[config.mk]
export PLATFORM = sky130hd
export DESIGN_NAME = mmr_wrap_seq
export DESIGN_NICKNAME = d
export VERILOG_FILES = /design/src/rtl/mmr_wrap_pkg.sv /design/src/rtl/mmr_wrap_classify.sv /design/src/rtl/mmr_wrap_merge.sv /design/src/rtl/mmr_wrap_seq.sv
export SDC_FILE = /design/constraint.sdc
export NUM_CORES = 1
export LEC_CHECK = 0
export ABC_AREA = 1
export BUFFER_PORTS_ARGS = -buffer_cell sky130_fd_sc_hd__buf_2
export CORE_UTILIZATION = 44
export CTS_BUF_LIST = sky130_fd_sc_hd__clkbuf_8 sky130_fd_sc_hd__clkbuf_16
export DETAILED_ROUTE_END_ITERATION = 7
export HOLD_SLACK_MARGIN = 0.06
export PLACE_DENSITY = 0.76
export SYNTH_ARGS = -nofsm -noshare
export SYNTH_HDL_FRONTEND = slang
export SYNTH_SLANG_ARGS = --single-unit
export TNS_END_PERCENT = 20
[constraint.sdc]
create_clock -name clk -period 1.7 [get_ports clk]
set_input_delay 0.34 -clock clk [delete_from_list [all_inputs] [get_ports clk]]
set_output_delay 0.34 -clock clk [all_outputs]
set_load 0.005 [all_outputs]
[src/rtl/mmr_wrap_pkg.sv]
package mmr_wrap_pkg;

    typedef enum logic [1:0] {
        OP_RD  = 2'd0,
        OP_WR  = 2'd1,
        OP_SET = 2'd2,
        OP_CLR = 2'd3
    } acc_op_e;

    typedef enum logic [1:0] {
        ST_IDLE  = 2'd0,
        ST_ISSUE = 2'd1,
        ST_WAIT  = 2'd2,
        ST_RESP  = 2'd3
    } seq_st_e;

    typedef enum logic [1:0] {
        STEP_PRE    = 2'd0,
        STEP_REAL   = 2'd1,
        STEP_POST_A = 2'd2,
        STEP_POST_B = 2'd3
    } seq_step_e;

    // Recipe constants (32-bit, narrowed at use)
    localparam logic [31:0] WRAP_LIMIT_C = 32'h0004_5000;
    localparam logic [31:0] GUARD_TAIL_C = 32'h0000_B050;
    localparam logic [31:0] GUARD_MID_C  = 32'h0000_0038;
    localparam logic [31:0] MID_TRIG_C   = 32'h0000_0100;
    localparam logic [31:0] PRE_DFLT_C   = 32'h0000_0158;

    // Offset-to-guard match table
    localparam int N_MATCH = 4;
    localparam logic [31:0] MATCH_OFF [N_MATCH] = '{32'h0, 32'h80, 32'h148, 32'h200};
    localparam logic [31:0] MATCH_PRE [N_MATCH] = '{32'hC0, 32'hC0, 32'h28, 32'h28};

endpackage

[src/rtl/mmr_wrap_classify.sv]
module mmr_wrap_classify
    import mmr_wrap_pkg::*;
#(
    parameter int AW = 32
) (
    input  logic [AW-1:0] offset,
    input  logic          rev_hit,
    output logic          wrap,
    output logic [AW-1:0] pre_addr,
    output logic          need_mid
);
    localparam logic [AW-1:0] LIMIT = AW'(WRAP_LIMIT_C);

    logic [N_MATCH-1:0] hit_vec;

    for (genvar g = 0; g < N_MATCH; g++) begin : g_match
        assign hit_vec[g] = (offset == AW'(MATCH_OFF[g]));
    end

    always_comb begin
        pre_addr = AW'(PRE_DFLT_C);
        for (int i = N_MATCH - 1; i >= 0; i--) begin
            if (hit_vec[i]) pre_addr = AW'(MATCH_PRE[i]);
        end
    end

    assign wrap     = rev_hit && (offset < LIMIT);
    assign need_mid = (offset == AW'(MID_TRIG_C));

endmodule

[src/rtl/mmr_wrap_merge.sv]
module mmr_wrap_merge
    import mmr_wrap_pkg::*;
#(
    parameter int DW = 64
) (
    input  acc_op_e       op,
    input  logic [DW-1:0] old_val,
    input  logic [DW-1:0] mask,
    output logic [DW-1:0] merged
);
    always_comb begin
        case (op)
            OP_SET:  merged = old_val | mask;
            OP_CLR:  merged = old_val & ~mask;
            default: merged = mask;
        endcase
    end
endmodule

[src/rtl/mmr_wrap_seq.sv]
module mmr_wrap_seq
    import mmr_wrap_pkg::*;
#(
    parameter int AW = 32,
    parameter int DW = 64
) (
    input  logic          clk,
    input  logic          rst_n,
    input  logic          req_valid,
    output logic          req_ready,
    input  logic [1:0]    req_op,
    input  logic [AW-1:0] req_addr,
    input  logic [DW-1:0] req_wdata,
    input  logic          req_rev_hit,
    output logic          rsp_valid,
    input  logic          rsp_ready,
    output logic [DW-1:0] rsp_data,
    output logic          bus_valid,
    input  logic          bus_ready,
    output logic          bus_write,
    output logic [AW-1:0] bus_addr,
    output logic [DW-1:0] bus_wdata,
    input  logic          bus_rsp_valid,
    input  logic [DW-1:0] bus_rsp_data
);
    localparam logic [AW-1:0] MID_ADDR  = AW'(GUARD_MID_C);
    localparam logic [AW-1:0] TAIL_ADDR = AW'(GUARD_TAIL_C);

    typedef struct packed {
        seq_st_e       st;
        seq_step_e     step;
        logic          pass2;
        acc_op_e       op;
        logic [AW-1:0] addr;
        logic [DW-1:0] wdata;
        logic          wrap;
        logic [AW-1:0] pre_addr;
        logic          need_mid;
        logic [DW-1:0] rdata;
    } seq_state_t;

    seq_state_t q, d;

    logic          cls_wrap;
    logic [AW-1:0] cls_pre;
    logic          cls_mid;
    logic [DW-1:0] merged;
    logic          pass_end;
    logic          is_rmw;

    mmr_wrap_classify #(.AW(AW)) u_classify (
        .offset   (req_addr),
        .rev_hit  (req_rev_hit),
        .wrap     (cls_wrap),
        .pre_addr (cls_pre),
        .need_mid (cls_mid)
    );

    mmr_wrap_merge #(.DW(DW)) u_merge (
        .op      (q.op),
        .old_val (q.rdata),
        .mask    (q.wdata),
        .merged  (merged)
    );

    assign is_rmw = (q.op == OP_SET) || (q.op == OP_CLR);

    always_comb begin
        d        = q;
        pass_end = 1'b0;
        case (q.st)
            ST_IDLE: begin
                if (req_valid) begin
                    d.st       = ST_ISSUE;
                    d.op       = acc_op_e'(req_op);
                    d.addr     = req_addr;
                    d.wdata    = req_wdata;
                    d.wrap     = cls_wrap;
                    d.pre_addr = cls_pre;
                    d.need_mid = cls_mid;
                    d.pass2    = 1'b0;
                    d.rdata    = '0;
                    d.step     = cls_wrap ? STEP_PRE : STEP_REAL;
                end
            end
            ST_ISSUE: begin
                if (bus_ready) d.st = ST_WAIT;
            end
            ST_WAIT: begin
                if (bus_rsp_valid) begin
                    d.st = ST_ISSUE;
                    case (q.step)
                        STEP_PRE: d.step = STEP_REAL;
                        STEP_REAL: begin
                            if (!q.pass2 && q.op != OP_WR) d.rdata = bus_rsp_data;
                            if (q.wrap) d.step = q.need_mid ? STEP_POST_A : STEP_POST_B;
                            else        pass_end = 1'b1;
                        end
                        STEP_POST_A: d.step = STEP_POST_B;
                        default:     pass_end = 1'b1;
                    endcase
                    if (pass_end) begin
                        if (is_rmw && !q.pass2) begin
                            d.pass2 = 1'b1;
                            d.step  = q.wrap ? STEP_PRE : STEP_REAL;
                        end else begin
                            d.st = ST_RESP;
                        end
                    end
                end
            end
            default: begin
                if (rsp_ready) d.st = ST_IDLE;
            end
        endcase
    end

    always_ff @(posedge clk) begin
        if (!rst_n) q <= '0;
        else        q <= d;
    end

    // Bus side
    always_comb begin
        case (q.step)
            STEP_PRE:    bus_addr = q.pre_addr;
            STEP_REAL:   bus_addr = q.addr;
            STEP_POST_A: bus_addr = MID_ADDR;
            default:     bus_addr = TAIL_ADDR;
        endcase
    end

    assign bus_valid = (q.st == ST_ISSUE);
    assign bus_write = (q.step == STEP_REAL) && ((q.op == OP_WR) || q.pass2);
    assign bus_wdata = !bus_write ? '0 : (q.pass2 ? merged : q.wdata);

    // Requester side
    assign req_ready = (q.st == ST_IDLE);
    assign rsp_valid = (q.st == ST_RESP);
    assign rsp_data  = rsp_valid ? q.rdata : '0;

    // Checks
    p_stall_hold_r9: assert property (@(posedge clk) disable iff (!rst_n)
        bus_valid && !bus_ready |=> bus_valid && $stable(bus_addr)
                                    && $stable(bus_write) && $stable(bus_wdata));

    p_busy_no_accept_r9: assert property (@(posedge clk) disable iff (!rst_n)
        (bus_valid || rsp_valid) |-> !req_ready);

    p_rsp_hold_r11: assert property (@(posedge clk) disable iff (!rst_n)
        rsp_valid && !rsp_ready |=> rsp_valid && $stable(rsp_data));

    p_guard_is_read_r7: assert property (@(posedge clk) disable iff (!rst_n)
        bus_valid && (bus_addr != q.addr) |-> !bus_write && (bus_wdata == '0));

    p_bypass_addr_r2: assert property (@(posedge clk) disable iff (!rst_n)
        bus_valid && !q.wrap |-> bus_addr == q.addr);

    p_release_r11: assert property (@(posedge clk) disable iff (!rst_n)
        rsp_valid && rsp_ready |=> req_ready);

endmodule

Word level (Yosys, flattened, before mapping)
Cells that the tools add are included.

Magnitude comparators: 1. Mux-type cells: 31. Bitwise logic cells: 3. Eq/ne operators: 20. Reduce and logical (&&, ||, !) cells: 18.

Operators with widths (count): $mux 64 (6); $pmux 64 s2 (2); $mux 201 (1); $pmux 32 s3 (1); $and 64x64->64 (1); $eq 32x9->1 const B (2); $not 64->64 (1); $or 64x64->64 (1); $mux 9 (4); $eq 32x10->1 const B (1); $eq 32x8->1 const B (1); $logic_not 32->1 (1); $lt 32x19->1 const B (1); $ne 2x2->1 const B (6); $pmux 2 s3 (2); $eq 2x2->1 const B (5); $mux 5 (2); $reduce_and 5->1 (2); $mux 2 (4); $eq 2x1->1 const B (3); $mux 1 (6); $pmux 3 s2 (1); $logic_and 1x1->1 (4); $logic_not 2->1 (2); 11 further kinds (13).

Bits in registers: 201. Input bits: 169.

Logic depth before layout (Yosys ltp)
Word-level depth: 8. Depth in mapped cells: 11. Mapped depth without buffers: 11.

By module
From an unflattened synthesis, not the netlist that was laid out.

Cells, all modules: 1760. Area total of the unflattened synthesis: 10911.7 µm².

By module, submodules not included: mmr_wrap_seq (area each 9138.8 µm², times used 1, sequential area each 4023.9 µm², cells each 1383); mmr_wrap_merge (area each 1208.7 µm², times used 1, sequential area each 0.0 µm², cells each 270); mmr_wrap_classify (area each 564.3 µm², times used 1, sequential area each 0.0 µm², cells each 107).

Least setup slack after synthesis
OpenSTA, ideal clock, no wires.

Path kind: register to register. Start: register q[199] (netlist name). End: register q[53] (netlist name). Slack: -0.076 ns. Buffers on the path: 1. Data arrival time: 1.705 ns. Library setup time: 0.071 ns. Cell stages (with the launch flop): 11. Cells stage by stage: dfxtp_1 inv_1 ha_1 nand2_1 nand2_1 inv_1 nand2_1 nor3_4 buf_6 nand2_2 a21oi_2.

Cells in the longest elaborated chain, start to end: 3. Elaborated cells between the ends (all ways): 9. Classes of those cells: 5 x eq/ne; 1 x mux; 3 x reduce/logical.

RTL lines: from (decl) (line mmr_wrap_seq.sv:42) `seq_state_t q, d;`; from (signal assigned) (line mmr_wrap_seq.sv:119) `if (!rst_n) q <= '0;`; from (signal assigned) (line mmr_wrap_seq.sv:120) `else q <= d;`; $logic_not 2->1 *; net req_ready (line mmr_wrap_seq.sv:10) `output logic req_ready,`; $ne 2x2->1 (no line) / $reduce_bool 2->1 (equally long branches); $reduce_and 5->1 (no line).

Mark *: on every way through the listed nets, which the timed path passes. The rest lies on a longest branch. A chain may end at the register's enable or synchronous reset.

Worst setup path in the final report
Start: register q[196] (netlist name). End: output port bus_wdata[50].

Cells in the longest elaborated chain, start to end: 3. Elaborated cells between the ends (all ways): 4. Classes of those cells: 2 x mux; 2 x reduce/logical.

RTL lines: $logic_or 1x1->1 (line mmr_wrap_seq.sv:134) `assign bus_write = (q.step == STEP_REAL) && ((q.op == OP_WR) || q.pass2);`; $logic_and 1x1->1 (line mmr_wrap_seq.sv:134); $mux 64 * (line mmr_wrap_seq.sv:135) `assign bus_wdata = !bus_write ? '0 : (q.pass2 ? merged : q.wdata);`; to (decl) (line mmr_wrap_seq.sv:22) `output logic [DW-1:0] bus_wdata,`.

Mark *: on every way between the ends. The rest lies on a longest branch, timed or not.

==> impl_metrics.toml <==
[status]
status = "finished, violations left"
violations = "negative setup slack"

[worst_setup_path]
cp.required_ns = 1.36
worstPathArrival_ns = 1.73
worstSetupStartpointType = "flip-flop"
path_cells = "inv_2 > nand2_4 > inv_4 > nor2_4 > nand2_8 > clkbuf_16 > a21oi_2 > buf_2"
slowest_stage = "dfxtp_4"
max_stage_delay_ns = 0.38
worstSetupPathType = "flip-flop to output port"
cp-end-kind = "output port"
crit_path_max_fanout = 14

[cts]
cts_buffers = 17
cts.path.max_buffers = 2
cts_tree = "yes"
clock-sinks = 174
root_buffer = "clkbuf_16"
clk_pin_slew_ns = 0.07
htreeDepth = 4
clk_latency_ns = 0.42

[layout]
top_regs = "q: 174 flops"
fillers = 1759
fin_cells = 1874
nNetsFinal = 1797
finalCoreUtilization = 0.623
largest_reg_flops = 174
mostFrequentLayoutCells = "buf_2, nand2_1, nor2_1"
final_common_cell = "buf_2"
area_delta_synth_final_pct = 38.4
drive_gt1_frac = 0.324
largest_register = "q"
final_area_mm2 = 0.0117

[floorplanning]
io_pins = 333
initial_core_util = 0.450
rows = 50
die_w_um = 141
die_h_um = 141
die-area_mm2 = 0.0198
fp.coreArea_mm2 = 0.0188

[synthesis]
synth_compound_area_frac = 0.184
synthCells = 1307
synthXorXnorAreaFrac = 0
synth_top_family_by_area = "simple AND/OR/NAND/NOR gates"
async_flop_share = 0
ys_ff_latch = 174
synth.area.mux_share = 0
yosys.area_share.simple = 0.297
synthesis.nets = 1480
synthDistinctLibCells = 28
ys_seq_area_frac = 0.412
ys.flop_type = "dfxtp_1"
synth.avg_cell_area_um2 = 6.47
yosys_warnings = 0
synth_edf_count = 0
synth_area_mm2 = 0.00845
synthAdderAreaFrac = 0.00592

[global_route]
first_global_vias = 8718
grt_usage = 0.274
use_met3 = 0.0479
antenna_found_initial = 4
grt-busiest-layer = "met2"
grt_pass1_wl_mm = 43.2
use_met1 = 0.340
globalRouteOverflowTotal = 0
grt_use_met2 = 0.468
grt_max_degree = 72

[sta]
worst_slack_ns = -0.369
rsz0062_at_grt = "yes"
hold_violations = 0
post-route-period-util = 1.22
maxSlewHeadroom = 0.733
tightest_slew_ns = 0.397
min_period_ns = 2.07
max_freq_mhz = 483
slew_violations = 0
setup_viol = 170
fin_skew_ns = 0.00912

[route]
wl_mm = 28.1
first_iter_violations = 638
drt-pass1-iter-count = 5
wl_per_cell_um = 15.0
ant_nets = 0
drc = 0
viasPerCell = 5.20
vias = 9738

[min_path]
hold_path_class = "input port to flip-flop"

[pwr]
power_density_mw_per_mm2 = 1150
power.total_mw = 13.4
ir_worst_vdd_uv = 764
power_frac_comb = 0.312
switching_power_mw = 4.84
p_clk_frac = 0.290
p_int_mw = 8.58
p_seq_frac = 0.398
p_leak_nw = 5.68
swShare = 0.361

[flow_run]
cap_violations = 0

[placed_design]
post-place-cells = 1823
placed_area_mm2 = 0.0105
portBuffers = 332
dpl.hpwl_mm = 18.6
gp_congestion = 0.934
==> critical path, delay by kind of cell, from the launching register on <==
kind | cells | cell delay, ns
flip-flops | 1 | 0.38
AO/OA/AOI/OAI | 1 | 0.13
AND/OR/NAND/NOR | 3 | 0.35
buffers and inverters | 4 | 0.44
==> power by group through the flow <==
stage	combinational [mW]	sequential, mW	clock [mW]
floorplan	2.37	5.27	0
global placement	3.70	5.37	0
detailed placement	3.75	5.39	0
CTS	3.97	5.31	3.96
global route	4.64	5.44	4.15
finish	4.18	5.34	3.90
==> final timing paths <==
path	start	endpoint	cells past startpoint	slack, ns
min reg2reg	q[172]	q[172]	2	0.45
min	bus_rsp_data[13]	q[13]	3	0.16
max	q[196]	bus_wdata[50]	8	-0.37
max reg2reg	q[195]	q[200]	13	-0.33
==> per-layer routing <==
metal | share of wire | vias to the layer above
li1 | - | 4789
met1 | 0.42 | 4427
met2 | 0.48 | 453
met3 | 0.071 | 69
met4 | 0.031 | 0
met5 | 0 | -
==> synth_stat cells (2+ instances only) <==
cell,n,area share
clkbuf_1,64,0.028
o21ai_1,9,0.0053
nand2_1,276,0.12
nand4_1,2,0.0015
inv_2,6,0.0027
ha_1,4,0.0059
buf_2,9,0.0053
a21oi_2,10,0.010
buf_6,7,0.0093
dfxtp_1,174,0.41
nor3_1,5,0.0030
nand3b_1,7,0.0062
nand3_1,72,0.043
nand2_2,11,0.0081
a31oi_1,3,0.0022
nor2_1,239,0.11
or2_2,2,0.0015
buf_1,7,0.0031
inv_1,116,0.052
o21ai_0,111,0.066
a21oi_1,166,0.098
==> metrics by stage <==
step | setup TNS [ns] | setup slack, ns | hold slack [ns]
4_1_cts | -28.79 | -0.336 | 0.146
3_5_place_dp | -0.0575 | -0.0198 | 0.442
2_1_floorplan | 0 | 0.0130 | 0.430
6_report | -29.09 | -0.369 | 0.163
3_3_place_gp | 0 | 0.0147 | 0.438
5_1_grt | -49.66 | -0.447 | 0.154
==> cell families (layout without fill, tap and decap cells) <==
group,count (synthesis),after routing
compound gates,301,301
fa+ha+maj,4,4
buf+inv,211,541
flops,174,174
other cells,0,3
simple gates,617,617
==> area by class of cell <==
class	instances	area [µm²]	share of cell area
multi-input cells	922	4450	0.381
well taps	234	293	0.0250
clock buffers	18	439	0.0376
flip-flops and latches	174	3500	0.299
repair inverters	1	8.76	0.000749
inverters	124	493	0.0422
clock inverters	14	145	0.0124
diodes	3	7.51	0.000642
repair buffers	384	2360	0.201
==> repair_timing <==
action / in CTS / in global routing
resized for setup: 56 / 52
cloned: 2 / 3
endpoints found under the setup margin: 181 / 227
hold buffers: 0 / 0
setup buffers: 10 / 1
pin swaps: 8 / 5
No activity file was read; power rests on OpenSTA's default activity.
